<file path="src/rtl/mbx_pkg.sv">
package mbx_pkg;

  // Kind of access seen on one side in a cycle; write outranks read.
  typedef enum logic [1:0] {
    ACC_IDLE  = 2'd0,
    ACC_READ  = 2'd1,
    ACC_WRITE = 2'd2
  } mbx_acc_e;

  // Number of ports joined by the mailbox pair.
  localparam int unsigned MBX_SIDES = 2;

  function automatic mbx_acc_e mbx_decode(input logic sel, input logic rd, input logic wr);
    mbx_acc_e kind;
    if (!sel)     kind = ACC_IDLE;
    else if (wr)  kind = ACC_WRITE;
    else if (rd)  kind = ACC_READ;
    else          kind = ACC_IDLE;
    return kind;
  endfunction

endpackage

</file>
<file path="src/rtl/mbx_rst_sync.sv">
// Reset conditioner: the reset takes effect at once, and its release waits for STAGES clock edges.
module mbx_rst_sync #(
  parameter int unsigned STAGES = 2
) (
  input  logic clk,
  input  logic rst_n,
  output logic rst_sync_n
);

  localparam int unsigned LAST = STAGES - 1;

  logic [STAGES-1:0] chain_q;
  logic [STAGES-1:0] chain_d;

  always_comb begin
    chain_d = {chain_q[STAGES-2:0], 1'b1};
  end

  always_ff @(posedge clk or negedge rst_n) begin
    if (!rst_n) chain_q <= '0;
    else        chain_q <= chain_d;
  end

  assign rst_sync_n = chain_q[LAST];

endmodule

</file>
<file path="src/rtl/mbx_side.sv">
// One side of the cross-coupled mailbox: the register this side writes,
// the notify line toward the opposite processor, and the read mux that
// shows the opposite side's register.
module mbx_side
  import mbx_pkg::*;
#(
  parameter int unsigned DATA_W = 8
) (
  input  logic              clk,
  input  logic              rst_n,
  input  logic              sel,
  input  logic              rd,
  input  logic              wr,
  input  logic [DATA_W-1:0] wdata,
  input  logic [DATA_W-1:0] peer_q,
  output logic [DATA_W-1:0] mbox_q,
  output logic [DATA_W-1:0] rdata,
  output logic              notify_n
);

  mbx_acc_e          acc;
  logic              mbox_en;
  logic [DATA_W-1:0] mbox_d;
  logic              notify_en;
  logic              notify_d;
  logic              rd_en;

  // Next-state logic
  always_comb begin
    acc       = mbx_decode(sel, rd, wr);
    mbox_en   = (acc == ACC_WRITE);
    mbox_d    = wdata;
    notify_en = (acc != ACC_IDLE);
    notify_d  = (acc == ACC_READ);
    rd_en     = sel && rd;
  end

  // Registers
  always_ff @(posedge clk or negedge rst_n) begin
    if (!rst_n)       mbox_q <= '0;
    else if (mbox_en) mbox_q <= mbox_d;
  end

  always_ff @(posedge clk or negedge rst_n) begin
    if (!rst_n)         notify_n <= 1'b1;
    else if (notify_en) notify_n <= notify_d;
  end

  // Same-cycle read path
  always_comb begin
    rdata = rd_en ? peer_q : '0;
  end

  // The left instance covers R6, the right instance covers R7.
  a_r6_r7_write_drives_low : assert property (
    @(posedge clk) disable iff (!rst_n)
    (sel && wr) |=> !notify_n
  ) else $error("write did not pull notify low");

  a_r6_r7_read_drives_high : assert property (
    @(posedge clk) disable iff (!rst_n)
    (sel && rd && !wr) |=> notify_n
  ) else $error("read did not release notify");

  // The left instance covers R2, the right instance covers R3.
  a_r2_r3_write_stores : assert property (
    @(posedge clk) disable iff (!rst_n)
    (sel && wr) |=> (mbox_q == $past(wdata))
  ) else $error("written byte not stored");

  a_r8_idle_holds : assert property (
    @(posedge clk) disable iff (!rst_n)
    !(sel && (rd || wr)) |=> ($stable(mbox_q) && $stable(notify_n))
  ) else $error("idle cycle changed state");

endmodule

</file>
<file path="src/rtl/mbx_dual_top.sv">
module mbx_dual_top
  import mbx_pkg::*;
#(
  parameter int unsigned DATA_W     = 8,
  parameter int unsigned RST_STAGES = 2
) (
  input  logic              clk,
  input  logic              rst_n,
  input  logic              l_cs,
  input  logic              l_rd,
  input  logic              l_wr,
  input  logic [DATA_W-1:0] l_wdata,
  output logic [DATA_W-1:0] l_rdata,
  output logic              l_notify_n,
  input  logic              r_cs,
  input  logic              r_rd,
  input  logic              r_wr,
  input  logic [DATA_W-1:0] r_wdata,
  output logic [DATA_W-1:0] r_rdata,
  output logic              r_notify_n
);

  localparam int unsigned LEFT  = 0;
  localparam int unsigned RIGHT = 1;

  logic              rst_int_n;
  logic              sd_sel   [MBX_SIDES];
  logic              sd_rd    [MBX_SIDES];
  logic              sd_wr    [MBX_SIDES];
  logic [DATA_W-1:0] sd_wdata [MBX_SIDES];
  logic [DATA_W-1:0] sd_mbox  [MBX_SIDES];
  logic [DATA_W-1:0] sd_rdata [MBX_SIDES];
  logic              sd_note  [MBX_SIDES];

  mbx_rst_sync #(.STAGES(RST_STAGES)) u_rst (
    .clk        (clk),
    .rst_n      (rst_n),
    .rst_sync_n (rst_int_n)
  );

  always_comb begin
    sd_sel[LEFT]    = l_cs;
    sd_rd[LEFT]     = l_rd;
    sd_wr[LEFT]     = l_wr;
    sd_wdata[LEFT]  = l_wdata;
    sd_sel[RIGHT]   = r_cs;
    sd_rd[RIGHT]    = r_rd;
    sd_wr[RIGHT]    = r_wr;
    sd_wdata[RIGHT] = r_wdata;
  end

  // Each side reads the register of the opposite side.
  for (genvar g = 0; g < MBX_SIDES; g++) begin : g_side
    localparam int unsigned PEER = MBX_SIDES - 1 - g;
    mbx_side #(.DATA_W(DATA_W)) u_side (
      .clk      (clk),
      .rst_n    (rst_int_n),
      .sel      (sd_sel[g]),
      .rd       (sd_rd[g]),
      .wr       (sd_wr[g]),
      .wdata    (sd_wdata[g]),
      .peer_q   (sd_mbox[PEER]),
      .mbox_q   (sd_mbox[g]),
      .rdata    (sd_rdata[g]),
      .notify_n (sd_note[g])
    );
  end

  // A side's notify output is the line moved by the opposite side.
  assign l_rdata    = sd_rdata[LEFT];
  assign r_rdata    = sd_rdata[RIGHT];
  assign r_notify_n = sd_note[LEFT];
  assign l_notify_n = sd_note[RIGHT];

  a_r5_cross_left_to_right : assert property (
    @(posedge clk) disable iff (!rst_int_n)
    ($past(l_cs && l_wr) && r_cs && r_rd) |-> (r_rdata == $past(l_wdata))
  ) else $error("right read missed fresh left byte");

  a_r4_cross_right_to_left : assert property (
    @(posedge clk) disable iff (!rst_int_n)
    ($past(r_cs && r_wr) && l_cs && l_rd) |-> (l_rdata == $past(r_wdata))
  ) else $error("left read missed fresh right byte");

  a_r11_idle_rdata_zero : assert property (
    @(posedge clk) disable iff (!rst_int_n)
    (!(l_cs && l_rd) && !(r_cs && r_rd)) |-> ((l_rdata == '0) && (r_rdata == '0))
  ) else $error("read data not zero while idle");

  a_r1_release_inactive : assert property (
    @(posedge clk)
    $rose(rst_int_n) |-> (l_notify_n && r_notify_n)
  ) else $error("notify active at reset release");

endmodule

</file>
<file path="config.mk">
export PLATFORM = sky130hd
export DESIGN_NAME = mbx_dual_top
export DESIGN_NICKNAME = d
export VERILOG_FILES = /design/src/rtl/mbx_pkg.sv /design/src/rtl/mbx_rst_sync.sv /design/src/rtl/mbx_side.sv /design/src/rtl/mbx_dual_top.sv
export SDC_FILE = /design/constraint.sdc
export NUM_CORES = 1
export LEC_CHECK = 0
export BUFFER_PORTS_ARGS = -buffer_cell sky130_fd_sc_hd__buf_2
export CAP_MARGIN = 20
export CELL_PAD_IN_SITES_DETAIL_PLACEMENT = 0
export CELL_PAD_IN_SITES_GLOBAL_PLACEMENT = 2
export CORE_MARGIN = 5
export CORE_UTILIZATION = 26
export DETAILED_ROUTE_END_ITERATION = 12
export PLACE_DENSITY = 0.82
export SYNTH_ARGS = -nofsm -noshare
export SYNTH_HDL_FRONTEND = slang
export SYNTH_SLANG_ARGS = --single-unit
</file>
<file path="constraint.sdc">
create_clock -name clk -period 0.9 [get_ports clk]
set_input_delay 0 -clock clk [delete_from_list [all_inputs] [get_ports clk]]
set_output_delay 0 -clock clk [all_outputs]
set_load 0.01 [all_outputs]
</file>
Yosys cells after proc, flatten, opt, wreduce, memory -nomap -nowiden
Index checks and enable logic that the tools add are counted.

Add/subtract/negate cells: 0. Multipliers: 0. Divide/modulo/power cells: 0. $lt $le $gt $ge: 0. Equal/unequal tests: 4. Shifts and indexed selects: 0. Mux-type cells: 8. Bitwise logic cells: 0. Reduce and logical (&&, ||, !) cells: 4.

Operators by type and width (number): 8-bit 2-to-1 mux (2); 2-bit 2-to-1 mux (4); 2-bit by 1-bit == test with 1-bit output, second input constant (2); 2-bit == test, second input constant (2); 2-bit nonzero test (2); 1-bit logical AND (2); 1-bit 2-to-1 mux (2).

Register bits after elaboration: 20. Bits in latches: 0. RAM bits: 0. ROM bits: 0. Input port bits: 24. Logic and storage cells: 21. Memories kept: 0.

Longest topological paths before layout
Word-level depth: 4. Mapped depth: 3. Depth with buffers taken out: 2.

Modules after synthesis
Synthesis repeated with hierarchy kept, for this count alone.

Cell total of the unflattened synthesis: 61. Area total of the unflattened synthesis: 827.0 µm².

By module, submodules not included: mbx_side (instances 2, cells an instance 29, area each 386.6 µm²); mbx_rst_sync (instances 1, cells an instance 3, area each 53.8 µm²).

Worst setup path after synthesis
OpenSTA, ideal clock, no wires.

Kind: register to register. From: register g_side[1].u_side.notify_n (netlist name). To: register g_side[1].u_side.notify_n. Library setup time: 0.073 ns. Arrival: 0.673 ns. Slack: 0.154 ns. Cell stages (with the launch flop): 3. Buffers on the path: 0. Path through: dfstp_2 -> a21oi_1 -> a21oi_1.

RTL lines: end signal: assignment (line mbx_side.sv:46) `else if (notify_en) notify_n <= notify_d;`; end: declaration (line mbx_side.sv:18) `output logic notify_n`.

Worst setup path after layout
From: register g_side[1].u_side.mbox_q[7]. To: output l_rdata[7].

Cells in the longest elaborated chain, start to end: 1.

Ends and longest elaborated chain: start: declaration (line mbx_side.sv:16) `output logic [DATA_W-1:0] mbox_q,`; start signal: assignment (line mbx_side.sv:41) `else if (mbox_en) mbox_q <= mbox_d;`; 8-bit 2-to-1 mux (line mbx_side.sv:51) `rdata = rd_en ? peer_q : '0;`; end: declaration (line mbx_dual_top.sv:13) `output logic [DATA_W-1:0] l_rdata,`.

No other way between the ends.

==> impl_results.md <==
- Register area share after synthesis: 0.606
- CTS Buffer Depth: 2
- Setup Skew: 0.000630 ns
- Clock Tree Root: clkbuf_4
- Core area: 3050 um^2
- Sequential Power Share: 0.523
- Post-Route Utilization: 0.459
- Worst Path Arrival: 0.99 ns
- Initial core utilization: 0.272
- Worst Hold Class: input port to flip-flop
- Slew Viols, Final: 0
- Reg-to-reg endpoint: g_side[1].u_side.mbox_q[5]
- Cell Chain, Critical Path: and3_1 -> buf_2
- CTS Buf Count: 3
- Cell variety after synth: 8
- CTS clk-pin slew, worst paths: 0.11 ns
- NumNets Final: 156
- P_sw: 0.000498 W
- Largest net degree at the start of global routing: 12
- Critical path capture point: l_rdata[7]
- Routing usage on met2: 0.196
- Critical setup path kind: flip-flop to output port
- Critical Path RT: 0.90 ns
- Combinational power share: 0.232
- Initial antenna violation count: 0
- Sw Share: 0.240
- Final wirelength: 2280 um
- Fraction of layout cells with a size suffix above 1: 0.557
- Clock power share: 0.244
- Worst-case reg-to-reg path depth: 2
- First-pass GRT wire length: 3640 um
- Vias: 739
- PnR worst setup slack: -0.0855 ns
- Synth Net Count: 85
- Diodes inserted: 0
- Slowest library cell on the worst path: dfrtp_1
- Drt initial violations: 62
- Setup violators final: 18
- Reg area: 503 um^2
- Leak: 0.736 nW
- GRT Util Overall: 0.107
- Worst setup SP type: flip-flop
- Routed wire per std cell: 13.0 um
- Max-cap check violation count: 0
- IO Port Bufs: 41
- CP max FO: 2
- Pint: 0.00158 W
- CP startpoint: g_side[1].u_side.mbox_q[7]
- Maximum clock frequency: 1.01 GHz
- Vias per cell: 4.22
- CTS tree: yes
- DRC viols: 0
- Setup crit end kind: output port
- Violated checks: setup timing
- Setup TNS: -1.13 ns
- # rows: 20
- H-tree depth: 1
- Antenna Nets Post-Route: 0
- GR Util met1: 0.123
- Die width: 66.5 um
- Status: complete, but fails checks
- Worst slack, placed: 0.104 ns
- CP max stage delay: 0.39 ns
- Clock Latency Late Sink: 0.29 ns
- I/O pin count: 42
- Post-DP Area: 1110 um^2
- Grt total ovfl: 0
- GP Congestion: 0.637
- # clock sinks: 20
- Placed wire-length estimate: 1700 um
- Flop2flop setup slack: 0.02 ns
- Post-Layout Inst Area: 1400 um^2
- Yosys warnings: 0
- Fill cell count: 307
- Worst hold slack: 0.0350 ns
- Initial DRT Pass Iterations: 4
- Minimum clock period: 0.986 ns
- Multi-input logic area: 329 um^2
- Synth-to-layout area growth: 68.8%
- Full die area: 4420 um^2
- Period utilization: 1.10
- Vias in the first global route: 810
- R2r startpoint: g_side[1].u_side.mbox_q[5]
- Met3 Usage GRT: 0.0270
- Endpoints failing hold: 0
- Worst vdd ir: 434 uV
- Die Y: 66.5 um
- Mean Syn Cell Area: 13.6 um^2
- Setup repair after global routing missed its margin: true
- Post-Syn Area: 830 um^2
- Pwr Density: 1480 nW/um^2
- Post-Synthesis Cells: 61
- Number of synthesized register bits: 20
- GR peak layer: met2
per-stage QoR:
step / cells / power (W)
after floorplan: 61 / 0.00129
final: 175 / 0.00207
after global placement: 148 / 0.00144
after CTS: 173 / 0.00208
after detailed placement: 148 / 0.00146
after global routing: 175 / 0.00220
power groups by stage:
stage | Clock, W | Combinational [W] | Sequential [W]
floorplan | 0 | 0.000193 | 0.00109
finish | 0.000507 | 0.000482 | 0.00109
detailed placement | 0 | 0.000363 | 0.00110
global route | 0.000569 | 0.000527 | 0.00110
global placement | 0 | 0.000349 | 0.00109
CTS | 0.000536 | 0.000459 | 0.00108
layer usage:
metal  up-vias  routed length, um
li1        354                  -
met1       359                980
met2        26               1120
met3         0                176
met4         0                  0
met5         -                  0
cells by family after synthesis:
family / share of synthesized area
flip-flops: 0.606
buffers and inverters: 0.0121
multiplexers: 0.217
other: 0.00452
AO/OA/AOI/OAI: 0.0241
AND/OR/NAND/NOR: 0.136
layout by cell type, fill, tap and decap left out:
cell type	synthesis	final
mux2_2	16	14
nand2_2	2	2
clkbuf_4	0	3
a21oi_1	4	4
dfrtp_1	18	18
buf_4	0	7
and3_4	0	1
mux2_4	0	2
and3_1	16	15
dlygate4sd3_1	0	20
conb_1	1	1
dfstp_2	2	2
buf_2	2	38
clkbuf_8	0	1
buf_6	0	3
cells in the mapped netlist:
library cell | instances | area (um^2)
a21oi_1 | 4 | 20.0
mux2_2 | 16 | 180
dfrtp_1 | 18 | 450
buf_2 | 2 | 10.0
and3_1 | 16 | 100
nand2_2 | 2 | 12.5
conb_1 | 1 | 3.75
dfstp_2 | 2 | 52.6
how the worst min path moves through the flow:
stage | endpoint | slack [ns] | depth (start not counted) | start
6_report | g_side[1].u_side.notify_n | 0.04 | 3 | r_rd
4_1_cts | u_rst.chain_q[0] | 0.01 | 2 | rst_n
5_1_grt | g_side[1].u_side.notify_n | 0.03 | 3 | r_cs
3_5_place_dp | u_rst.chain_q[0] | -0.21 | 1 | rst_n
2_1_floorplan | u_rst.chain_q[0] | -0.30 | 0 | rst_n
3_3_place_gp | u_rst.chain_q[0] | -0.21 | 1 | rst_n
cell type report:
cell class / instances / share of cell area
flip-flops and latches: 20 / 0.359
multi-input cells: 39 / 0.235
clock buffers: 4 / 0.0259
repair buffers: 68 / 0.340
well taps: 44 / 0.0393
sequential cells by signal, indices dropped and copies added, names as in the netlist:
signal                  cells
g_side.u_side.mbox_q       16
u_rst.chain_q               2
g_side.u_side.notify_n      2
repair_timing:
item | in CTS | in global routing
setup buffers | 2 | 1
setup endpoints to repair | 18 | 20
hold endpoints to repair | 20 | 2
pin swaps | 10 | 1
hold buffers | 19 | 1
gates resized for setup | 2 | 4
critical path, delay by kind of cell (launching register included):
| family | cells | cell delay (ns) |
|---|---|---|
| simple gates | 1 | 0.17 |
| flops | 1 | 0.39 |
| buf+inv | 1 | 0.13 |
(Power assumes the default switching activity.)
